$ cat src/rtl/disp_fmt_pkg.sv
package disp_fmt_pkg;

  localparam int SegW = 7;

  localparam logic [SegW-1:0] SEG_BLANK = 7'h7F;
  localparam logic [SegW-1:0] SEG_DASH  = 7'h7E;
  localparam logic [SegW-1:0] SEG_ONE   = 7'h4F;

  typedef struct packed {
    logic showCarry;
    logic showMinus;
    logic lampOn;
  } flag_strobe_t;

  // Active-low pattern for one decimal digit, bit 6 = a .. bit 0 = g
  function automatic logic [SegW-1:0] digitToSeg(input logic [3:0] d);
    logic [SegW-1:0] lit;
    case (d)
      4'd0:    lit = 7'b1111110;
      4'd1:    lit = 7'b0110000;
      4'd2:    lit = 7'b1101101;
      4'd3:    lit = 7'b1111001;
      4'd4:    lit = 7'b0110011;
      4'd5:    lit = 7'b1011011;
      4'd6:    lit = 7'b1011111;
      4'd7:    lit = 7'b1110000;
      4'd8:    lit = 7'b1111111;
      4'd9:    lit = 7'b1111011;
      default: lit = 7'b0000000;
    endcase
    return ~lit;
  endfunction

endpackage

$ cat src/rtl/disp_fmt_ctrl.sv
module disp_fmt_ctrl
  import disp_fmt_pkg::*;
(
  input  logic         clk,
  input  logic         rstN,
  input  logic         captureEn,
  input  logic         carryIn,
  input  logic         negIn,
  input  logic         ovfIn,
  output flag_strobe_t strobe
);

  flag_strobe_t flagQ;

  always_ff @(posedge clk or negedge rstN) begin
    if (!rstN) begin
      flagQ <= '0;
    end else if (captureEn) begin
      flagQ.showCarry <= carryIn;
      flagQ.showMinus <= negIn;
      flagQ.lampOn    <= ovfIn;
    end
  end

  assign strobe = flagQ;

  AST_FLAG_HOLD: assert property (@(posedge clk) disable iff (!rstN)
    !captureEn |=> $stable(strobe));

  AST_CARRY_LOAD: assert property (@(posedge clk) disable iff (!rstN)
    captureEn |=> strobe.showCarry == $past(carryIn));

endmodule

$ cat src/rtl/disp_fmt_dp.sv
module disp_fmt_dp
  import disp_fmt_pkg::*;
#(
  parameter int ResultWidth = 5,
  parameter int MaxShow     = 30
) (
  input  logic [ResultWidth-1:0] resultIn,
  input  logic                   negIn,
  input  logic                   ovfIn,
  input  flag_strobe_t           strobe,
  output logic [2*SegW-1:0]      segDigits,
  output logic [SegW-1:0]        segCarry,
  output logic [SegW-1:0]        segSign,
  output logic                   ovfLamp
);

  localparam int NumDigits = 2;

  logic [ResultWidth-1:0] magnitude;
  logic                   inRange;

  // Re-negate a negative subtraction result for display only
  always_comb begin
    if (negIn && ovfIn) magnitude = ResultWidth'(~resultIn + 1'b1);
    else                magnitude = resultIn;
    inRange = (int'(magnitude) <= MaxShow);
  end

  for (genvar i = 0; i < NumDigits; i++) begin : g_digit
    localparam int PlaceVal = 10 ** i;
    logic [3:0] digitVal;
    always_comb begin
      digitVal = 4'((int'(magnitude) / PlaceVal) % 10);
      segDigits[i*SegW +: SegW] = inRange ? digitToSeg(digitVal) : SEG_BLANK;
    end
  end

  assign segCarry = strobe.showCarry ? SEG_ONE  : SEG_BLANK;
  assign segSign  = strobe.showMinus ? SEG_DASH : SEG_BLANK;
  assign ovfLamp  = strobe.lampOn;

endmodule

$ cat src/rtl/disp_fmt_top.sv
module disp_fmt_top
  import disp_fmt_pkg::*;
#(
  parameter int ResultWidth = 5,
  parameter int MaxShow     = 30
) (
  input  logic                   clk,
  input  logic                   rstN,
  input  logic [ResultWidth-1:0] result,
  input  logic                   carryFlag,
  input  logic                   negFlag,
  input  logic                   ovfFlag,
  input  logic                   captureEn,
  output logic [2*SegW-1:0]      segDigits,
  output logic [SegW-1:0]        segCarry,
  output logic [SegW-1:0]        segSign,
  output logic                   ovfLamp
);

  flag_strobe_t strobe;

  disp_fmt_ctrl u_ctrl (
    .clk       (clk),
    .rstN      (rstN),
    .captureEn (captureEn),
    .carryIn   (carryFlag),
    .negIn     (negFlag),
    .ovfIn     (ovfFlag),
    .strobe    (strobe)
  );

  disp_fmt_dp #(
    .ResultWidth (ResultWidth),
    .MaxShow     (MaxShow)
  ) u_dp (
    .resultIn  (result),
    .negIn     (negFlag),
    .ovfIn     (ovfFlag),
    .strobe    (strobe),
    .segDigits (segDigits),
    .segCarry  (segCarry),
    .segSign   (segSign),
    .ovfLamp   (ovfLamp)
  );

  AST_LAMP_CAPTURE: assert property (@(posedge clk) disable iff (!rstN)
    captureEn |=> ovfLamp == $past(ovfFlag));

  AST_SIGN_SHAPE: assert property (@(posedge clk) disable iff (!rstN)
    segSign == SEG_DASH || segSign == SEG_BLANK);

  AST_CARRY_SHAPE: assert property (@(posedge clk) disable iff (!rstN)
    segCarry == SEG_ONE || segCarry == SEG_BLANK);

  AST_BLANK_PAIR: assert property (@(posedge clk) disable iff (!rstN)
    (segDigits[13:7] == SEG_BLANK) == (segDigits[6:0] == SEG_BLANK));

endmodule

$ cat config.mk
export PLATFORM = sky130hd
export DESIGN_NAME = disp_fmt_top
export DESIGN_NICKNAME = d
export VERILOG_FILES = /design/src/rtl/disp_fmt_pkg.sv /design/src/rtl/disp_fmt_ctrl.sv /design/src/rtl/disp_fmt_dp.sv /design/src/rtl/disp_fmt_top.sv
export SDC_FILE = /design/constraint.sdc
export NUM_CORES = 1
export LEC_CHECK = 0
export BUFFER_PORTS_ARGS = -buffer_cell sky130_fd_sc_hd__buf_2
export CORE_MARGIN = 1
export CORE_UTILIZATION = 49
export CTS_BUF_LIST = sky130_fd_sc_hd__clkbuf_4
export DETAILED_ROUTE_END_ITERATION = 10
export GPL_TIMING_DRIVEN = 0
export PLACE_DENSITY = 0.82
export SYNTH_ARGS = -nofsm -noshare
export SYNTH_HDL_FRONTEND = slang
export SYNTH_SLANG_ARGS = --single-unit
export TNS_END_PERCENT = 20
$ cat constraint.sdc
create_clock -name clk -period 5.8 [get_ports clk]
set_clock_uncertainty 0.05 [all_clocks]
set_input_delay 1.45 -clock clk [delete_from_list [all_inputs] [get_ports clk]]
set_output_delay 1.45 -clock clk [all_outputs]
set_load 0.02 [all_outputs]
==> metrics.yaml <==
cts.hold.buffers_added: 0
cp_cell_sequence: "buf_2 > inv_1 > ha_2 > nand3b_1 > xor2_4 > buf_4 > maj3_1 > o22ai_2 > xnor2_2 > ha_2 > or4b_1 > a21o_1 > buf_2"
status: "completed"
ys.flop_type: "dfrtp_1"
final_antenna_net_count: 0
crit_path_start_kind: "primary input"
fillers: 139
critPathMaxFanout: 6
drv_slew: 0
gp_congestion: 0.836
finalSetupTns_ns: 0
hold_path.startpoint: "u_ctrl.strobe[0]"
post_drt_via_cell_ratio: 5.46
finalHoldViolations: 0
max-vdd-ir-drop_mv: 0.157
yosysSeqAreaShare: 0.0829
synth_area_leaders: "ha_1, buf_4, dfrtp_1, xnor2_1, nand2_1"
wire_per_inst_um: 12.8
die_height_um: 45.0
hold_path.class: "reg -> reg"
fp.coreArea_mm2: 0.00173
firstDrtPassIters: 4
p_seq_frac: 0.093
timing.hold.ws_ns: 0.468
synth_top_area_frac: 0.124
end_kind: "output port"
synth_async_sr_flop_share: 1.00
initial_core_util: 0.525
power_frac_clock: 0.163
io_pins: 40
rr_endpoint: "u_ctrl.strobe[0]"
synth.avg_cell_area_um2: 8.02
reg2reg_from: "u_ctrl.strobe[0]"
fmax_mhz: 175
drt-total-wl_um: 2390
drive_gt1_frac: 0.481
p_switching_mw: 0.124
grtUsageTotal: 0.250
min_period_ns: 5.71
vias: 1021
slowest_delay_ns: 0.43
synth_edf_count: 0
n_antenna_cell: 0
synthesis.area_um2: 906
cp.arrival_ns: 4.21
h-tree-depth: 1
fin_crit_sh: 0.985
hpwlAfterDp_um: 1730
rsz0062_at_grt: "true"
tightest_slew_ns: 0.587
grt.overflow.total: 0
drtIter0Drc: 26
max_slew_margin: 0.598
hold_path_end: "u_ctrl.strobe[0]"
ys_ff_latch: 3
postSynthCellCount: 113
port_buffers: 28
min_path_cells: 1
maxCapViolCount: 0
p_int_mw: 0.131
yosysTopAreaCell: "ha_1"
cts_tree: "built"
switching_share: 0.486
r2r_cells: 1
largest_reg_flops: 3
crit_required_ns: 4.30
cts-root-buf: "clkbuf_4"
insertion_delay_ns: 0.23
grt_pass1_wl_um: 3750
die-area_mm2: 0.00202
clockBufferDepth: 2
die_x_um: 45.0
grt_pass1_vias: 934
finalSetupViolations: 0
p_per_area_mw_per_mm2: 198
cts.reportedPaths.clkPinSlew_ns: 0.04
cts-buffers-inserted: 3
cts_num_sinks: 3
row_count: 15
regToRegSetupSlack_ns: 5.00
crit_path_top_delay_cell: "or4b_1"
yosys.cell_types.count: 49
p_leak_nw: 0.610
synth_warnings: 0
final_net_count: 183
area_growth_pct: 42.4
drcViolationCount: 0
antenna_found_initial: 0
p_comb_frac: 0.745
worstSetupPathType: "in -> out"
grt_max_degree: 11
critical path: cells and delay by family:
kind | cells | cell delay (ns)
xor gates and xnor gates | 2 | 0.38
and+or+nand+nor | 2 | 0.70
buffers and inverters | 4 | 0.53
adders and majority gates | 3 | 0.74
AOI/OAI and AO/OA | 2 | 0.40
power groups by stage:
| stage | logic, mW | clock network (mW) | registers (mW) |
|---|---|---|---|
| 2_1_floorplan | 0.121 | 0 | 0.0247 |
| 6_report | 0.190 | 0.0415 | 0.0236 |
| 5_1_grt | 0.205 | 0.0442 | 0.0238 |
| 3_3_place_gp | 0.160 | 0 | 0.0238 |
| 3_5_place_dp | 0.163 | 0 | 0.0239 |
| 4_1_cts | 0.180 | 0.0440 | 0.0237 |
metrics by stage:
stage | worst slack, ns | utilization | cells | total power, mW | cell area [um^2]
global route | -0.0250 | 0.747 | 187 | 0.273 | 1290
floorplan | 0.0201 | - | 123 | 0.146 | 943
CTS | 0.0260 | 0.725 | 186 | 0.247 | 1250
finish | 0.0874 | 0.747 | 187 | 0.255 | 1290
detailed placement | -0.477 | 0.646 | 176 | 0.187 | 1110
global placement | -0.397 | 0.646 | 176 | 0.184 | 1110
Yosys cell counts, drive strengths merged (2+ instances only):
cell and instances:
inv 6, nor4 3, a21oi 4, nand4 2, mux2 2, xor2 2, o311ai 4, mux2i 2
o221ai 3, nand3b 2, nand2 10, xnor2 5, o22ai 4, nor2 5, nor3 3, o21ai 4
ha 9, dfrtp 3, nand2b 2, buf 16
layout make-up:
type                    instances  area, um^2  area share
multi-input cells              97         800       0.620
well taps                      25        31.3      0.0242
flip-flops and latches          3        75.1      0.0582
inverters                       6        30.0      0.0233
repair buffers                 35         195       0.151
clock buffers                   4        30.0      0.0233
plain buffers                  17         129      0.0999
placed cells by master, fill, tap and decap left out, types with 3 or more instances in the layout:
cell,count
o22ai_1,3
buf_4,21
a21oi_1,3
o221ai_1,3
inv_1,4
xnor2_1,3
nand2_1,9
o21ai_0,4
conb_1,11
o311ai_0,3
nor2_1,5
dfrtp_1,3
clkbuf_4,4
buf_2,28
nor3_1,3
ha_1,6
per-layer routing:
metal  share of wire  vias to the layer above  wire length, um  GRT usage
met1            0.39                      480              940      0.278
met5               0                        -                0          0
li1                -                      494                -          -
met2            0.55                       41             1310      0.446
met3           0.046                        6              111     0.0280
met4           0.013                        0               31      0.158
worst max path at each step:
stage               cells past startpoint           end  startpoint  slack (ns)
floorplan                              13  segDigits[2]   result[0]        0.02
finish                                 13  segDigits[2]   result[1]        0.09
global placement                       15  segDigits[2]   result[0]       -0.40
detailed placement                     16  segDigits[2]   result[0]       -0.48
CTS                                    15  segDigits[2]   result[1]        0.03
global route                           13  segDigits[2]   result[1]       -0.02
timing repair:
action | in CTS | in global routing
setup buffers | 6 | 1
endpoints found under the setup margin | 6 | 6
gates resized for setup | 14 | 6
pin swaps | 5 | 3
kinds of logic after synthesis:
family          after synthesis  share of synthesized area
fa+ha+maj                    10                      0.135
compound gates               28                      0.246
mux                           4                     0.0470
simple gates                 37                      0.246
xor+xnor                      7                     0.0760
other cells                   1                    0.00414
flops                         3                     0.0829
buf+inv                      23                      0.163
Note: power is estimated with default switching activity, not from simulation.
